<file path="src/rtl/i2c_tgt_pkg.sv">
package i2c_tgt_pkg;
    localparam int BYTE_W = 8;
    localparam int IDX_W  = 7;

    typedef enum logic [3:0] {
        ST_IDLE,
        ST_ADDR,
        ST_ADDR_ACK,
        ST_SUB,
        ST_SUB_ACK,
        ST_WDATA,
        ST_WDATA_ACK,
        ST_RDATA,
        ST_RACK,
        ST_IGNORE
    } tgt_state_e;
endpackage

</file>
<file path="src/rtl/i2c_line_sync.sv">
module i2c_line_sync #(
    parameter int WIDTH  = 2,
    parameter int STAGES = 2
) (
    input  logic             clk,
    input  logic             rst_n,
    input  logic [WIDTH-1:0] d,
    output logic [WIDTH-1:0] q
);
    logic [STAGES-1:0][WIDTH-1:0] chain;

    // bus lines idle high, so the chain resets to ones
    always_ff @(posedge clk or negedge rst_n) begin
        if (!rst_n) begin
            chain <= '1;
        end else begin
            chain[0] <= d;
            for (int s = 1; s < STAGES; s++) begin
                chain[s] <= chain[s-1];
            end
        end
    end

    assign q = chain[STAGES-1];
endmodule

</file>
<file path="src/rtl/i2c_bus_detect.sv">
module i2c_bus_detect (
    input  logic clk,
    input  logic rst_n,
    input  logic scl_s,
    input  logic sda_s,
    output logic scl_rise,
    output logic scl_fall,
    output logic start_det,
    output logic stop_det
);
    logic scl_q;
    logic sda_q;

    always_ff @(posedge clk or negedge rst_n) begin
        if (!rst_n) begin
            scl_q <= 1'b1;
            sda_q <= 1'b1;
        end else begin
            scl_q <= scl_s;
            sda_q <= sda_s;
        end
    end

    assign scl_rise  = scl_s & ~scl_q;
    assign scl_fall  = ~scl_s & scl_q;
    // SDA moving while SCL stays high marks a bus condition
    assign start_det = scl_s & scl_q & sda_q & ~sda_s;
    assign stop_det  = scl_s & scl_q & ~sda_q & sda_s;
endmodule

</file>
<file path="src/rtl/i2c_tgt_fsm.sv">
module i2c_tgt_fsm
    import i2c_tgt_pkg::*;
#(
    parameter logic [5:0] DEV_ADDR_HI = 6'b001110
) (
    input  logic              clk,
    input  logic              rst_n,
    input  logic              scl_rise,
    input  logic              scl_fall,
    input  logic              sda_s,
    input  logic              start_det,
    input  logic              stop_det,
    input  logic              addr_strap,
    input  logic [BYTE_W-1:0] rd_byte,
    output logic              sda_pull,
    output logic              wr_stb,
    output logic [IDX_W-1:0]  wr_idx,
    output logic [BYTE_W-1:0] wr_byte,
    output logic              rd_stb,
    output logic [IDX_W-1:0]  rd_idx,
    output tgt_state_e        state_o
);
    tgt_state_e        state_q;
    tgt_state_e        state_nx;
    logic [3:0]        bitcnt_q;
    logic [BYTE_W-1:0] rx_q;
    logic [BYTE_W-1:0] tx_q;
    logic [IDX_W-1:0]  ptr_q;
    logic              auto_q;
    logic              rw_q;
    logic              mack_q;

    logic [BYTE_W-1:0] rx_full;
    logic              rx_state;
    logic              last_rx_rise;
    logic              byte_in;
    logic              addr_hit;

    assign rx_full      = {rx_q[BYTE_W-2:0], sda_s};
    assign rx_state     = (state_q == ST_ADDR) || (state_q == ST_SUB) || (state_q == ST_WDATA);
    assign last_rx_rise = scl_rise && (bitcnt_q == 4'd7);
    assign byte_in      = scl_fall && (bitcnt_q == 4'd8);
    assign addr_hit     = (rx_q[BYTE_W-1:1] == {DEV_ADDR_HI, addr_strap});

    // next-state logic
    always_comb begin
        state_nx = state_q;
        unique case (state_q)
            ST_IDLE:      state_nx = ST_IDLE;
            ST_ADDR:      if (byte_in) state_nx = addr_hit ? ST_ADDR_ACK : ST_IGNORE;
            ST_ADDR_ACK:  if (scl_fall) state_nx = rw_q ? ST_RDATA : ST_SUB;
            ST_SUB:       if (byte_in) state_nx = ST_SUB_ACK;
            ST_SUB_ACK:   if (scl_fall) state_nx = ST_WDATA;
            ST_WDATA:     if (byte_in) state_nx = ST_WDATA_ACK;
            ST_WDATA_ACK: if (scl_fall) state_nx = ST_WDATA;
            ST_RDATA:     if (scl_fall && bitcnt_q == 4'd7) state_nx = ST_RACK;
            ST_RACK:      if (scl_fall) state_nx = mack_q ? ST_RDATA : ST_IGNORE;
            ST_IGNORE:    state_nx = ST_IGNORE;
            default:      state_nx = ST_IDLE;
        endcase
        if (start_det) begin
            state_nx = ST_ADDR;
        end else if (stop_det) begin
            state_nx = ST_IDLE;
        end
    end

    // state register
    always_ff @(posedge clk or negedge rst_n) begin
        if (!rst_n) begin
            state_q <= ST_IDLE;
        end else begin
            state_q <= state_nx;
        end
    end

    // datapath: bit counter, shifters, pointer
    always_ff @(posedge clk or negedge rst_n) begin
        if (!rst_n) begin
            bitcnt_q <= '0;
            rx_q     <= '0;
            tx_q     <= '0;
            ptr_q    <= '0;
            auto_q   <= 1'b0;
            rw_q     <= 1'b0;
            mack_q   <= 1'b0;
        end else begin
            if (start_det || (state_nx != state_q)) begin
                bitcnt_q <= '0;
            end else if ((scl_rise && rx_state) || (scl_fall && state_q == ST_RDATA)) begin
                bitcnt_q <= bitcnt_q + 4'd1;
            end

            if (scl_rise && rx_state) begin
                rx_q <= rx_full;
            end

            if (state_q == ST_ADDR && state_nx == ST_ADDR_ACK) begin
                rw_q <= rx_q[0];
            end

            if (state_q == ST_RACK && scl_rise) begin
                mack_q <= ~sda_s;
            end

            if (state_q == ST_SUB && last_rx_rise) begin
                ptr_q  <= rx_full[IDX_W-1:0];
                auto_q <= rx_full[BYTE_W-1];
            end else if (auto_q && (wr_stb || (state_q == ST_RDATA && state_nx == ST_RACK))) begin
                ptr_q <= ptr_q + 7'd1;
            end

            if (rd_stb) begin
                tx_q <= rd_byte;
            end else if (state_q == ST_RDATA && scl_fall) begin
                tx_q <= {tx_q[BYTE_W-2:0], 1'b0};
            end
        end
    end

    // outputs
    always_comb begin
        sda_pull = 1'b0;
        wr_stb   = 1'b0;
        rd_stb   = 1'b0;
        unique case (state_q)
            ST_ADDR_ACK: begin
                sda_pull = 1'b1;
                rd_stb   = scl_rise && rw_q;
            end
            ST_SUB_ACK, ST_WDATA_ACK: sda_pull = 1'b1;
            ST_WDATA:    wr_stb   = last_rx_rise;
            ST_RDATA:    sda_pull = ~tx_q[BYTE_W-1];
            ST_RACK:     rd_stb   = scl_rise && ~sda_s;
            default: begin
                sda_pull = 1'b0;
            end
        endcase
        wr_idx  = ptr_q;
        wr_byte = rx_full;
        rd_idx  = ptr_q;
        state_o = state_q;
    end
endmodule

</file>
<file path="src/rtl/i2c_reg_target.sv">
module i2c_reg_target #(
    parameter logic [5:0] DEV_ADDR_HI = 6'b001110,
    parameter int         NUM_REGS    = 16,
    parameter int         SYNC_STAGES = 2
) (
    input  logic                             clk,
    input  logic                             rst_n,
    input  logic                             scl_i,
    input  logic                             sda_i,
    output logic                             sda_oe,
    input  logic                             addr_strap,
    output logic                             reg_wr_en,
    output logic [i2c_tgt_pkg::IDX_W-1:0]    reg_wr_idx,
    output logic [i2c_tgt_pkg::BYTE_W-1:0]   reg_wr_data,
    output logic                             reg_rd_en,
    output logic [i2c_tgt_pkg::IDX_W-1:0]    reg_rd_idx,
    input  logic [i2c_tgt_pkg::BYTE_W-1:0]   reg_rd_data
);
    import i2c_tgt_pkg::*;

    localparam logic [IDX_W:0] REG_LIMIT = (IDX_W+1)'(NUM_REGS);

    logic [1:0]        line_s;
    logic              scl_s;
    logic              sda_s;
    logic              scl_rise;
    logic              scl_fall;
    logic              start_det;
    logic              stop_det;
    logic              fsm_wr;
    logic              fsm_rd;
    logic [IDX_W-1:0]  fsm_wr_idx;
    logic [IDX_W-1:0]  fsm_rd_idx;
    logic [BYTE_W-1:0] fsm_rd_byte;
    logic              wr_ok;
    logic              rd_ok;
    tgt_state_e        fsm_state;

    i2c_line_sync #(.WIDTH(2), .STAGES(SYNC_STAGES)) u_sync (
        .clk   (clk),
        .rst_n (rst_n),
        .d     ({scl_i, sda_i}),
        .q     (line_s)
    );

    assign scl_s = line_s[1];
    assign sda_s = line_s[0];

    i2c_bus_detect u_det (
        .clk       (clk),
        .rst_n     (rst_n),
        .scl_s     (scl_s),
        .sda_s     (sda_s),
        .scl_rise  (scl_rise),
        .scl_fall  (scl_fall),
        .start_det (start_det),
        .stop_det  (stop_det)
    );

    i2c_tgt_fsm #(.DEV_ADDR_HI(DEV_ADDR_HI)) u_fsm (
        .clk        (clk),
        .rst_n      (rst_n),
        .scl_rise   (scl_rise),
        .scl_fall   (scl_fall),
        .sda_s      (sda_s),
        .start_det  (start_det),
        .stop_det   (stop_det),
        .addr_strap (addr_strap),
        .rd_byte    (fsm_rd_byte),
        .sda_pull   (sda_oe),
        .wr_stb     (fsm_wr),
        .wr_idx     (fsm_wr_idx),
        .wr_byte    (reg_wr_data),
        .rd_stb     (fsm_rd),
        .rd_idx     (fsm_rd_idx),
        .state_o    (fsm_state)
    );

    // indices beyond the implemented bank read as zero and drop writes
    assign wr_ok       = ({1'b0, fsm_wr_idx} < REG_LIMIT);
    assign rd_ok       = ({1'b0, fsm_rd_idx} < REG_LIMIT);
    assign reg_wr_en   = fsm_wr & wr_ok;
    assign reg_wr_idx  = fsm_wr_idx;
    assign reg_rd_en   = fsm_rd & rd_ok;
    assign reg_rd_idx  = fsm_rd_idx;
    assign fsm_rd_byte = rd_ok ? reg_rd_data : '0;
endmodule

</file>
<file path="config.mk">
export PLATFORM = sky130hd
export DESIGN_NAME = i2c_reg_target
export DESIGN_NICKNAME = d
export VERILOG_FILES = /design/src/rtl/i2c_tgt_pkg.sv /design/src/rtl/i2c_line_sync.sv /design/src/rtl/i2c_bus_detect.sv /design/src/rtl/i2c_tgt_fsm.sv /design/src/rtl/i2c_reg_target.sv
export SDC_FILE = /design/constraint.sdc
export NUM_CORES = 1
export LEC_CHECK = 0
export BUFFER_PORTS_ARGS = -buffer_cell sky130_fd_sc_hd__buf_2
export CAP_MARGIN = 20
export CELL_PAD_IN_SITES_DETAIL_PLACEMENT = 1
export CELL_PAD_IN_SITES_GLOBAL_PLACEMENT = 2
export CORE_AREA = 2 2 91 93
export DETAILED_ROUTE_END_ITERATION = 12
export DIE_AREA = 0 0 93 95
export PLACE_DENSITY = 0.82
export REMOVE_ABC_BUFFERS = 1
export SYNTH_ARGS = -nofsm -noshare
export SYNTH_HDL_FRONTEND = slang
export SYNTH_SLANG_ARGS = --single-unit
</file>
<file path="constraint.sdc">
create_clock -name clk -period 1.7 [get_ports clk]
set_input_delay 0.34 -clock clk [delete_from_list [all_inputs] [get_ports clk]]
set_output_delay 0.34 -clock clk [all_outputs]
set_load 0.01 [all_outputs]
</file>
==> impl_metrics.py <==
metrics = {
    "grt": {
        "antenna_found_initial": 0,
        "top_usage_layer": "met2",
        "grtUsageTotal_pct": 18.0,
        "grt_max_degree": 41,
        "use_met3_pct": 3.19,
        "grt_overflow_total": 0,
        "grt_pass1_wl_um": 12500,
        "grt.met1_usage_pct": 22.3,
        "groute.layer.met2.usage_pct": 32.2,
        "grt_pass1_vias": 2443,
    },
    "final_layout": {
        "synthToLayoutAreaGrowth_pct": 52.2,
        "fin_cells": 454,
        "final_nets": 364,
        "fin_util_pct": 45.4,
        "fill_cells": 913,
        "drive_above_1_share_pct": 58.7,
        "n_antenna_cell": 0,
    },
    "placed_design": {
        "port_buffers": 37,
        "globalplace.congestion": 0.879,
        "dp_hpwl_um": 5140,
        "dp_cells": 428,
        "pre_cts_slack_ns": -0.347,
    },
    "logic_synthesis": {
        "ys_seq_area_share_pct": 42.6,
        "yosys-top-cells-count": "dfrtp_1 (34), nand2_1 (21), a21oi_1 (20)",
        "synthMostInstantiatedCell": "dfrtp_1",
        "synth_cell_type_count": 56,
        "synth_edf_count": 0,
        "yosysTopAreaCellShare_pct": 36.0,
        "synth.largest_area_cell": "dfrtp_1",
        "synthCells": 248,
        "yosysWarnings": 0,
        "yosys-top-cells-area": "dfrtp_1 (36%), dfstp_2 (6.7%), buf_4 (4.8%)",
        "ys_async_sr_fraction_pct": 100,
        "synth_area_um2": 2360,
        "syn_area_per_cell_um2": 9.54,
        "synth_seq_cells": 40,
        "synth-main-ff-cell": "dfrtp_1",
    },
    "cts": {
        "cts-root-buf": "clkbuf_8",
        "clock_sinks": 40,
        "path_clk_slew_ns": 0.08,
        "clock_latency_ns": 0.30,
        "tritoncts": "done",
        "cts_max_level": 2,
        "cts-buffers-inserted": 5,
        "cts.path.max_buffers": 2,
    },
    "floorplanning": {
        "die_area_um2": 8840,
        "initial_core_util_pct": 29.8,
        "coreArea_um2": 7930,
        "io_pins": 38,
        "num_rows": 33,
        "die_w_um": 93,
        "die_y_um": 95,
    },
    "drt": {
        "ant_nets": 0,
        "dr.pass1.iters": 4,
        "wl_um": 8140,
        "drc": 0,
        "wl_per_cell_um": 17.9,
        "drt_iter0_markers": 83,
        "via_per_inst": 5.07,
        "num_vias": 2301,
    },
    "worst_setup_path": {
        "path_buf_inv": 2,
        "crit_fanout": 5,
        "worstPathRequired_ns": 1.36,
        "crit_slowest_cell": "dfstp_2",
        "path_class": "flop to primary output",
        "worstPathCellList": "buf_6 -> nand2b_4 -> nor2_2 -> nand2_1 -> nor3_4 -> buf_2",
        "cp-end-kind": "primary output",
        "cp_top_family": "flip-flops",
        "startpoint_type": "flop",
        "crit_arrival_ns": 1.69,
        "slowest_delay_ns": 0.61,
        "reg2reg_slack_ns": -0.31,
    },
    "sta": {
        "fmaxAchievable_mhz": 492,
        "period_share_pct": 120,
        "rsz0062_at_grt": "yes",
        "fin_skew_ns": 0.00877,
        "post-route-min-period_ns": 2.03,
        "setup_violations": 35,
        "worstMarginPinSlew_ns": 0.532,
        "relSlewSlack_pct": 64.6,
        "final-hold-violation-count": 0,
        "setup_slack_ns": -0.333,
        "hold_ws_ns": 0.0961,
        "slew_viol_final": 0,
    },
    "power": {
        "p_per_area_nw_per_um2": 571,
        "vdd_ir_drop_max_mv": 0.440,
        "power_w": 0.00206,
        "power.static_leakage_nw": 1.73,
    },
    "outcome": {
        "status": "finished, violations left",
        "violations": "setup timing",
    },
    "flow_run": {
        "cap_violations": 0,
    },
    "hold_path": {
        "min_path_type": "input port to async pin",
    },
}
cells in the final DEF (no fill, tap or decap), drive strengths merged, types with 2 or more instances in the layout:
| cell | netlist | routed |
|---|---|---|
| nor3 | 12 | 12 |
| xnor2 | 4 | 4 |
| xor2 | 8 | 8 |
| and3b | 2 | 2 |
| nor2 | 19 | 19 |
| nand4 | 5 | 5 |
| nand4bb | 2 | 2 |
| nor2b | 2 | 2 |
| a21oi | 20 | 20 |
| ha | 3 | 3 |
| dfrtp | 34 | 34 |
| nand3 | 2 | 2 |
| a211oi | 3 | 3 |
| inv | 6 | 6 |
| and2b | 2 | 2 |
| a2111oi | 2 | 2 |
| mux2i | 3 | 3 |
| clkbuf | 4 | 6 |
| nor4 | 3 | 3 |
| and3 | 10 | 10 |
| dfstp | 6 | 6 |
| a21boi | 2 | 2 |
| buf | 23 | 120 |
| mux2 | 10 | 10 |
| nand4b | 2 | 2 |
| nand2 | 21 | 21 |
| a31oi | 5 | 5 |
| o21ai | 14 | 14 |
per-layer routing:
layer / vias up / routed length, µm / share of wire [%]
met5: - / 0 / 0
met4: 0 / 84 / 1.0
met3: 7 / 177 / 2.2
met2: 32 / 4440 / 55
met1: 1186 / 3440 / 42
li1: 1076 / - / -
flip-flops by register name, indices dropped and copies added (netlist names), 2 cells and up:
name and count:
u_fsm.rx_q 8, u_fsm.tx_q 8, u_fsm.rd_idx 7, u_fsm.bitcnt_q 4, u_sync.q 2, u_sync.chain 2, u_fsm.state_o 4
worst paths after layout:
kind	from	to	cells after the start
setup / recovery	u_sync.q[1]	reg_wr_en	6
hold / removal	rst_n	u_fsm.tx_q[6]	2
setup reg to reg	u_sync.q[1]	u_fsm.bitcnt_q[0]	7
hold reg to reg	u_sync.chain[1]	u_sync.q[1]	0
max in group asynchronous	rst_n	u_fsm.state_o[2]	2
min in group clk	scl_i	u_sync.chain[1]	1
kinds of logic (layout without fill, tap and decap cells):
family                   Yosys count  after routing  share of synthesized area [%]
AO/OA/AOI/OAI                     57             57                           15.6
multiplexers                      13             13                           6.03
XOR/XNOR                          12             12                           4.44
adder cells (fa/ha/maj)            3              3                           1.59
buffers and inverters             33            134                           8.25
AND/OR/NAND/NOR                   90             90                           21.5
flip-flops                        40             40                           42.6
worst reg2reg max path: stages (launching register included):
cell and delay, ns:
dfstp_2 0.61, nor2b_2 0.08, nor2b_4 0.13, buf_4 0.15, a2111oi_4 0.29, o32ai_2 0.12
a211o_1 0.36, nor3_1 0.18
stage by stage:
step	area [µm²]	setup TNS, ns
after floorplan	2190	-3.93
after global placement	3010	-2.32
after detailed placement	3010	-4.59
after CTS	3370	-3.03
after global routing	3600	-7.21
final	3600	-4.47
final cells by class:
class	count	area [µm²]	area share [%]
flip-flops and latches	40	1010	28.2
clock inverters	2	16.3	0.452
repair buffers	120	892	24.8
clock buffers	6	72.6	2.02
well taps	105	131	3.65
multi-input cells	175	1450	40.3
inverters	6	25.0	0.695
where the power goes:
group	internal (W)	total [W]	switching, W
logic	0.000183	0.000369	0.000186
registers	0.000995	0.00103	0.0000367
clock network	0.000292	0.000655	0.000363
total	0.00147	0.00206	0.000586
what timing repair did:
item / in CTS / in global routing
setup buffers: 10 / 9
endpoints found under the setup margin: 32 / 36
hold buffers: 0 / 0
gates resized for setup: 46 / 45
pin swaps: 26 / 25
cloned: 1 / 0
Note: power is estimated with default switching activity, not from simulation.
